<file path="src/rtl/dacif_pkg.sv">
package dacif_pkg;
  typedef enum logic [1:0] {
    WK_NONE  = 2'd0,
    WK_FULL  = 2'd1,
    WK_UPPER = 2'd2,
    WK_LOWER = 2'd3
  } wr_kind_e;
endpackage

</file>
<file path="src/rtl/dacif_inbank.sv">
module dacif_inbank
  import dacif_pkg::*;
#(
  parameter int NCH = 4,
  parameter int W   = 12,
  parameter int NB  = 8,
  localparam int AW = $clog2(NCH),
  localparam int FW = W - NB
) (
  input  logic             clk,
  input  logic             rst,
  input  wr_kind_e         wkind,
  input  logic [AW-1:0]    addr,
  input  logic [W-1:0]     data,
  output logic [NCH*W-1:0] stage_flat
);
  localparam logic [W-1:0] MID = W'(1) << (W - 1);

  for (genvar g = 0; g < NCH; g++) begin : g_ch
    logic [W-1:0] stage_q;
    logic         hit;
    assign hit = (addr == AW'(g));
    always_ff @(posedge clk) begin
      if (rst) begin
        stage_q <= MID;
      end else if (hit) begin
        case (wkind)
          WK_FULL:  stage_q <= data;
          WK_UPPER: stage_q <= {data[W-1:FW], data[W-1 -: FW]};
          WK_LOWER: stage_q[FW-1:0] <= data[W-1 -: FW];
          default:  stage_q <= stage_q;
        endcase
      end
    end
    assign stage_flat[g*W +: W] = stage_q;
  end
endmodule

</file>
<file path="src/rtl/dacif_holdbank.sv">
module dacif_holdbank #(
  parameter int NCH = 4,
  parameter int W   = 12
) (
  input  logic             clk,
  input  logic             rst,
  input  logic             do_clear,
  input  logic             do_xfer,
  input  logic [NCH*W-1:0] stage_flat,
  output logic [NCH*W-1:0] hold_flat
);
  localparam logic [W-1:0] MID = W'(1) << (W - 1);

  for (genvar g = 0; g < NCH; g++) begin : g_ch
    logic [W-1:0] hold_q;
    always_ff @(posedge clk) begin
      if (rst || do_clear) hold_q <= MID;
      else if (do_xfer)    hold_q <= stage_flat[g*W +: W];
    end
    assign hold_flat[g*W +: W] = hold_q;
  end
endmodule

</file>
<file path="src/rtl/dacif_segenc.sv">
module dacif_segenc #(
  parameter int W   = 12,
  parameter int SEG = 3,
  localparam int LOW = W - SEG,
  localparam int TH  = (1 << SEG) - 1
) (
  input  logic [W-1:0]   code,
  output logic [TH-1:0]  therm,
  output logic [LOW-1:0] low
);
  logic [SEG-1:0] top;
  assign top = code[W-1 -: SEG];
  assign low = code[LOW-1:0];

  for (genvar k = 0; k < TH; k++) begin : g_lvl
    assign therm[k] = (top > SEG'(k));
  end
endmodule

</file>
<file path="src/rtl/quad_dac_frontend.sv">
module quad_dac_frontend
  import dacif_pkg::*;
#(
  parameter int NCH = 4,
  parameter int W   = 12,
  parameter int NB  = 8,
  parameter int SEG = 3,
  localparam int AW  = $clog2(NCH),
  localparam int LOW = W - SEG,
  localparam int TH  = (1 << SEG) - 1
) (
  input  logic               clk,
  input  logic               rst,
  input  logic               bus_sel,
  input  logic               load_stb,
  input  logic [AW-1:0]      bus_addr,
  input  logic [W-1:0]       bus_data,
  input  logic               wide_mode,
  input  logic               low_nib,
  input  logic               commit_stb,
  input  logic               commit_req,
  input  logic               clear_req,
  output logic [NCH*W-1:0]   dac_code,
  output logic [NCH*TH-1:0]  dac_therm,
  output logic [NCH*LOW-1:0] dac_low
);
  wr_kind_e           wkind;
  logic [NCH*W-1:0]   stage_flat;
  logic [NCH*W-1:0]   hold_flat;
  logic               do_clear;
  logic               do_xfer;

  always_comb begin
    if (!(bus_sel && load_stb)) wkind = WK_NONE;
    else if (wide_mode)         wkind = WK_FULL;
    else if (low_nib)           wkind = WK_LOWER;
    else                        wkind = WK_UPPER;
  end

  assign do_clear = commit_stb && clear_req;
  assign do_xfer  = commit_stb && commit_req;

  dacif_inbank #(.NCH(NCH), .W(W), .NB(NB)) u_in (
    .clk(clk), .rst(rst), .wkind(wkind), .addr(bus_addr),
    .data(bus_data), .stage_flat(stage_flat)
  );

  dacif_holdbank #(.NCH(NCH), .W(W)) u_hold (
    .clk(clk), .rst(rst), .do_clear(do_clear), .do_xfer(do_xfer),
    .stage_flat(stage_flat), .hold_flat(hold_flat)
  );

  for (genvar g = 0; g < NCH; g++) begin : g_enc
    dacif_segenc #(.W(W), .SEG(SEG)) u_enc (
      .code(hold_flat[g*W +: W]),
      .therm(dac_therm[g*TH +: TH]),
      .low(dac_low[g*LOW +: LOW])
    );
  end

  assign dac_code = hold_flat;
endmodule

</file>
<file path="config.mk">
export PLATFORM = sky130hd
export DESIGN_NAME = quad_dac_frontend
export DESIGN_NICKNAME = d
export VERILOG_FILES = /design/src/rtl/dacif_pkg.sv /design/src/rtl/dacif_inbank.sv /design/src/rtl/dacif_holdbank.sv /design/src/rtl/dacif_segenc.sv /design/src/rtl/quad_dac_frontend.sv
export SDC_FILE = /design/constraint.sdc
export NUM_CORES = 1
export LEC_CHECK = 0
export BUFFER_PORTS_ARGS = -buffer_cell sky130_fd_sc_hd__buf_2
export CORE_MARGIN = 3
export CORE_UTILIZATION = 45
export CTS_BUF_LIST = sky130_fd_sc_hd__clkbuf_4 sky130_fd_sc_hd__clkbuf_8
export DETAILED_ROUTE_END_ITERATION = 8
export GPL_TIMING_DRIVEN = 0
export HOLD_SLACK_MARGIN = 0.06
export PLACE_DENSITY = 0.71
export SLEW_MARGIN = 5
export SYNTH_ARGS = -nofsm -noshare
export SYNTH_HDL_FRONTEND = slang
export SYNTH_SLANG_ARGS = --single-unit
export TNS_END_PERCENT = 10
</file>
<file path="constraint.sdc">
create_clock -name clk -period 2.06 [get_ports clk]
set_clock_uncertainty 0.05 [all_clocks]
set_input_delay 0.206 -clock clk [delete_from_list [all_inputs] [get_ports clk]]
set_output_delay 0.206 -clock clk [all_outputs]
set_load 0.05 [all_outputs]
</file>
==> flow_summary.html <==
<table>
<tr><th>Metric</th><th>Value</th></tr>
<tr><th colspan="2">Outcome</th></tr>
<tr><td>Run status</td><td>complete, no violations</td></tr>
<tr><th colspan="2">STA</th></tr>
<tr><td>Crit share post-route</td><td>0.7768</td></tr>
<tr><td>Minimum clock period</td><td>1.600 ns</td></tr>
<tr><td>RSZ-0062 raised after global routing</td><td>false</td></tr>
<tr><td>Setup tns final</td><td>0 ns</td></tr>
<tr><td>Max-slew headroom</td><td>0.6339</td></tr>
<tr><td>Final-report hold violation count</td><td>0</td></tr>
<tr><td>Final setup violating endpoints</td><td>0</td></tr>
<tr><td>Peak Freq</td><td>approximately 620 MHz</td></tr>
<tr><td>Worst slew pin tran</td><td>0.5339 ns</td></tr>
<tr><td>Final Max Slew Viols</td><td>0</td></tr>
<tr><th colspan="2">Global route</th></tr>
<tr><td>Largest net degree at the start of global routing</td><td>16</td></tr>
<tr><td>First-pass GRT wire length</td><td>15340 um</td></tr>
<tr><td>Remaining global-route overflow</td><td>0</td></tr>
<tr><td>GR Util All Layers</td><td>0.1943</td></tr>
<tr><td>Via count of the first global-routing pass</td><td>a little over 3000</td></tr>
<tr><td>Number of antenna violations at the first check in global routing</td><td>0</td></tr>
<tr><th colspan="2">Die</th></tr>
<tr><td>Floorplan core area</td><td>roughly 8400 um2</td></tr>
<tr><td>Floorplan die width</td><td>100.1 um</td></tr>
<tr><td>Die H</td><td>100.1 um</td></tr>
<tr><td>Number of placed I/O pins</td><td>135</td></tr>
<tr><td>Die footprint</td><td>10020 um2</td></tr>
<tr><td>Initial Util</td><td>0.4730</td></tr>
<tr><td>Number of placement rows</td><td>33</td></tr>
<tr><th colspan="2">Finish</th></tr>
<tr><td>Layout net count</td><td>623</td></tr>
<tr><td>Filler cell count</td><td>770</td></tr>
<tr><td>Sequential cell area</td><td>around 1900 um2</td></tr>
<tr><td>Antenna diode count</td><td>0</td></tr>
<tr><td>Multi-input logic area</td><td>1607 um2</td></tr>
<tr><td>Synth-to-Final Area Change</td><td>24.75%</td></tr>
<tr><td>Share of final-layout standard cells stronger than drive strength 1</td><td>0.3582</td></tr>
<tr><td>End-of-flow core utilization</td><td>0.5900</td></tr>
<tr><td>Final Instance Count excl. Fillers</td><td>708</td></tr>
<tr><th colspan="2">Yosys</th></tr>
<tr><td>Post-Syn Nets</td><td>481</td></tr>
<tr><td>Number of flops mapped to enable cells by yosys</td><td>0</td></tr>
<tr><td>Avg Cell Area, Syn</td><td>8.717 um2</td></tr>
<tr><td>Xor-xnor portion of the synthesized cell area</td><td>0</td></tr>
<tr><td>Multiplexer share of the synthesized area</td><td>0.06281</td></tr>
<tr><td>Top cells by area, synth</td><td>sky130_fd_sc_hd__dfxtp_1 (48%), sky130_fd_sc_hd__nand2_1 (11%), sky130_fd_sc_hd__buf_4 (7.7%)</td></tr>
<tr><td>Post-synthesis instance area</td><td>3984 um2</td></tr>
<tr><td>Gate count of the mapped netlist</td><td>457</td></tr>
<tr><td>Area share of the leading cell type in the synthesized netlist</td><td>0.4824</td></tr>
<tr><td>Async set or reset register ratio after synthesis</td><td>0</td></tr>
<tr><td>Total number of yosys warnings</td><td>0</td></tr>
<tr><td>Number of unique standard cell types used by synthesis</td><td>30</td></tr>
<tr><td>Post-synthesis sequential element count</td><td>96</td></tr>
<tr><td>Sequential area share after synthesis</td><td>0.4824</td></tr>
<tr><td>Most used flip-flop cell after synthesis</td><td>sky130_fd_sc_hd__dfxtp_1</td></tr>
<tr><td>Synthesized-area fraction occupied by ao, oa, aoi and oai cells</td><td>0.1259</td></tr>
<tr><td>Simple-gate portion of the synthesized area</td><td>0.2114</td></tr>
<tr><td>Adder and majority gate portion of the synthesized area</td><td>0.003141</td></tr>
<tr><td>Largest family of logic cells by synthesized area</td><td>simple AND/OR/NAND/NOR gates</td></tr>
<tr><td>Dominant cell type by area after synthesis</td><td>sky130_fd_sc_hd__dfxtp_1</td></tr>
<tr><th colspan="2">CTS</th></tr>
<tr><td>Clock tree buffer depth</td><td>2</td></tr>
<tr><td>H-tree levels</td><td>3</td></tr>
<tr><td>Post-CTS Hold Fix Bufs</td><td>0</td></tr>
<tr><td>Clock root cell</td><td>sky130_fd_sc_hd__clkbuf_8</td></tr>
<tr><td>Insertion delay of the later-clocked pin in the worst-skew pair</td><td>0.36 ns</td></tr>
<tr><td>Post-cts sizing count</td><td>0</td></tr>
<tr><td>Clock tree from TritonCTS</td><td>built</td></tr>
<tr><td>Clock-pin slew reported for the worst setup and hold paths after clock tree synthesis</td><td>0.09 ns</td></tr>
<tr><td>Total clock sinks</td><td>between 90 and 100</td></tr>
<tr><td>Number of post-CTS setup repair buffers</td><td>0</td></tr>
<tr><td>Total CTS buffers</td><td>9</td></tr>
<tr><th colspan="2">Setup path</th></tr>
<tr><td>Crit path launch type</td><td>register</td></tr>
<tr><td>Nature of the critical path endpoint</td><td>output pin</td></tr>
<tr><td>Cells along the critical path</td><td>or3_1 &gt; buf_2</td></tr>
<tr><td>Worst-path fanout max</td><td>9</td></tr>
<tr><td>Crit-path max cell delay</td><td>0.39 ns</td></tr>
<tr><td>Category of the most critical setup path</td><td>register to output pin</td></tr>
<tr><td>Required time reported for the critical path endpoint</td><td>~1.8 ns</td></tr>
<tr><td>CP Data Arrival Time</td><td>~1.3 ns</td></tr>
<tr><td>Slowest library cell on the worst path</td><td>sky130_fd_sc_hd__dfxtp_1</td></tr>
<tr><th colspan="2">Power</th></tr>
<tr><td>Part of the total power dissipated in sequential elements</td><td>0.536</td></tr>
<tr><td>Cell Int Power</td><td>about 0.0026 W</td></tr>
<tr><td>Switching part of the total power</td><td>0.2682</td></tr>
<tr><td>Switching power total</td><td>0.0009640 W</td></tr>
<tr><td>Maximum vdd ir drop</td><td>0.0004497 V</td></tr>
<tr><td>Leakage power figure</td><td>approximately 2.4 nW</td></tr>
<tr><td>Overall power</td><td>0.003594 W</td></tr>
<tr><td>Power per unit of standard cell area</td><td>between 700 and 800 nW/um2</td></tr>
<tr><td>Combinational fraction of design power</td><td>0.117</td></tr>
<tr><td>Clock group share of total power</td><td>0.347</td></tr>
<tr><th colspan="2">Detailed routing</th></tr>
<tr><td>DR iter-0 viols</td><td>142</td></tr>
<tr><td>First-pass iteration count of the detailed router</td><td>5</td></tr>
<tr><td>Detail-routed via count per cell</td><td>4.845</td></tr>
<tr><td>Post-route DRC</td><td>0</td></tr>
<tr><td>Detail Route Antenna Nets</td><td>0</td></tr>
<tr><td>Drt total wl</td><td>9770 um</td></tr>
<tr><td>DR vias</td><td>3430</td></tr>
<tr><td>Routed WL per cell</td><td>13.80 um</td></tr>
<tr><th colspan="2">Place</th></tr>
<tr><td>Placed Cells</td><td>693</td></tr>
<tr><td>HPWL after detailed placement</td><td>7298 um</td></tr>
<tr><td>Number of buffer cells added on primary ports</td><td>131</td></tr>
<tr><td>Final weighted congestion in routability-driven placement</td><td>0.8279</td></tr>
<tr><th colspan="2">Hold path</th></tr>
<tr><td>Min-Delay Path Class</td><td>input port to register</td></tr>
<tr><th colspan="2">Job</th></tr>
<tr><td>Number of max-cap violations</td><td>0</td></tr>
</table>
==> layer usage <==
metal  track usage  routed length (um)  vias to the layer above
li1              -                   -                     1758
met1        0.2628                4323                     1553
met2        0.3094                4585                      107
met4       0.07254                 131                        0
met3       0.03753                 729                       12
met5             0                   0                        -
==> critical path, delay by kind of cell (launching register included) <==
family                 cells  cell delay (ns)
buffers and inverters      1             0.22
DFF                        1             0.39
and+or+nand+nor            1             0.38
==> cells in the final DEF, fill, tap and decap left out <==
cell                         netlist  final
sky130_fd_sc_hd__and2_1            5      5
sky130_fd_sc_hd__o21a_1            4      4
sky130_fd_sc_hd__nor3b_4           3      3
sky130_fd_sc_hd__inv_1             1      1
sky130_fd_sc_hd__and3b_1           1      1
sky130_fd_sc_hd__clkinvlp_4        0      2
sky130_fd_sc_hd__bufinv_16         0      1
sky130_fd_sc_hd__and3_2            1      1
sky130_fd_sc_hd__nor2_1           39     39
sky130_fd_sc_hd__buf_6             4      4
sky130_fd_sc_hd__buf_2            10    141
sky130_fd_sc_hd__or2_2             4      4
sky130_fd_sc_hd__nand3b_1          3      3
sky130_fd_sc_hd__buf_1             1      1
sky130_fd_sc_hd__clkbuf_1         12     12
sky130_fd_sc_hd__or3_1             4      4
sky130_fd_sc_hd__ha_1              1      1
sky130_fd_sc_hd__nand3b_4          1      1
sky130_fd_sc_hd__inv_6             0      1
sky130_fd_sc_hd__nand3_1           5      5
sky130_fd_sc_hd__nand2_1         113    113
sky130_fd_sc_hd__and3_1            4      4
sky130_fd_sc_hd__buf_4            41     41
sky130_fd_sc_hd__clkbuf_4          0      1
sky130_fd_sc_hd__a211oi_2          4      4
sky130_fd_sc_hd__nor3_4            1      1
sky130_fd_sc_hd__o211ai_1          1      1
sky130_fd_sc_hd__mux2i_1          25     25
sky130_fd_sc_hd__a21oi_1          52     52
sky130_fd_sc_hd__nor2b_2           1      1
sky130_fd_sc_hd__a211o_1           3      3
sky130_fd_sc_hd__clkbuf_8          0     10
sky130_fd_sc_hd__a21o_1            5      5
sky130_fd_sc_hd__a211oi_1         12     12
sky130_fd_sc_hd__dfxtp_1          96     96
==> Yosys cell counts, drive strengths merged (5+ instances only) <==
master  number
and2         5
mux2i       25
nand2      113
buf         56
a211oi      16
dfxtp       96
a21o         5
nand3        5
clkbuf      12
nor2        39
and3         5
a21oi       52
==> registers in the layout, indices dropped and copies added (netlist names) <==
register            cells
u_in.g_ch.stage_q      48
u_hold.g_ch.hold_q     48
==> power groups by stage <==
stage	clock network [W]	registers (W)	logic, W
final	0.00125	0.00193	0.000419
after floorplan	0	0.00199	0.000274
after CTS	0.00126	0.00193	0.000421
after detailed placement	0	0.00197	0.000420
after global placement	0	0.00197	0.000412
after global routing	0.00136	0.00193	0.000453
==> cells by family (layout without fill, tap and decap cells) <==
family                   count (synthesis)  after routing
AO/OA/AOI/OAI                           81             81
adder cells (fa/ha/maj)                  1              1
buffers and inverters                   69            215
flip-flops                              96             96
multiplexers                            25             25
AND/OR/NAND/NOR                        185            185
==> layout make-up <==
cell class / instances / share of cell area
inverters: 1 / 0.0007553
clock inverters: 4 / 0.01083
well taps: 105 / 0.02644
clock buffers: 11 / 0.02920
plain buffers: 68 / 0.09089
flip-flops and latches: 96 / 0.3867
multi-input cells: 292 / 0.3233
repair buffers: 131 / 0.1319
==> final timing paths <==
kind / from / end / slack (ns) / cells past startpoint
max reg2reg: u_in.g_ch[0].stage_q[11] / u_in.g_ch[0].stage_q[11] / 1.20 / 2
min reg2reg: u_in.g_ch[1].stage_q[1] / u_hold.g_ch[1].hold_q[1] / 0.41 / 2
max: u_hold.g_ch[2].hold_q[11] / dac_therm[14] / 0.46 / 2
min: bus_data[4] / u_in.g_ch[3].stage_q[4] / 0.07 / 3
==> per-stage QoR <==
step | worst slack, ns | instance area, um2 | hold WS [ns]
2_1_floorplan | 0.5289 | 3984 | 0.2738
3_3_place_gp | 0.3421 | 4771 | 0.3949
3_5_place_dp | 0.3146 | 4771 | 0.3978
4_1_cts | 0.4497 | 4970 | 0.07190
5_1_grt | 0.3824 | 4970 | 0.07105
6_report | 0.4597 | 4970 | 0.07361
No activity file was read; power rests on OpenSTA's default activity.
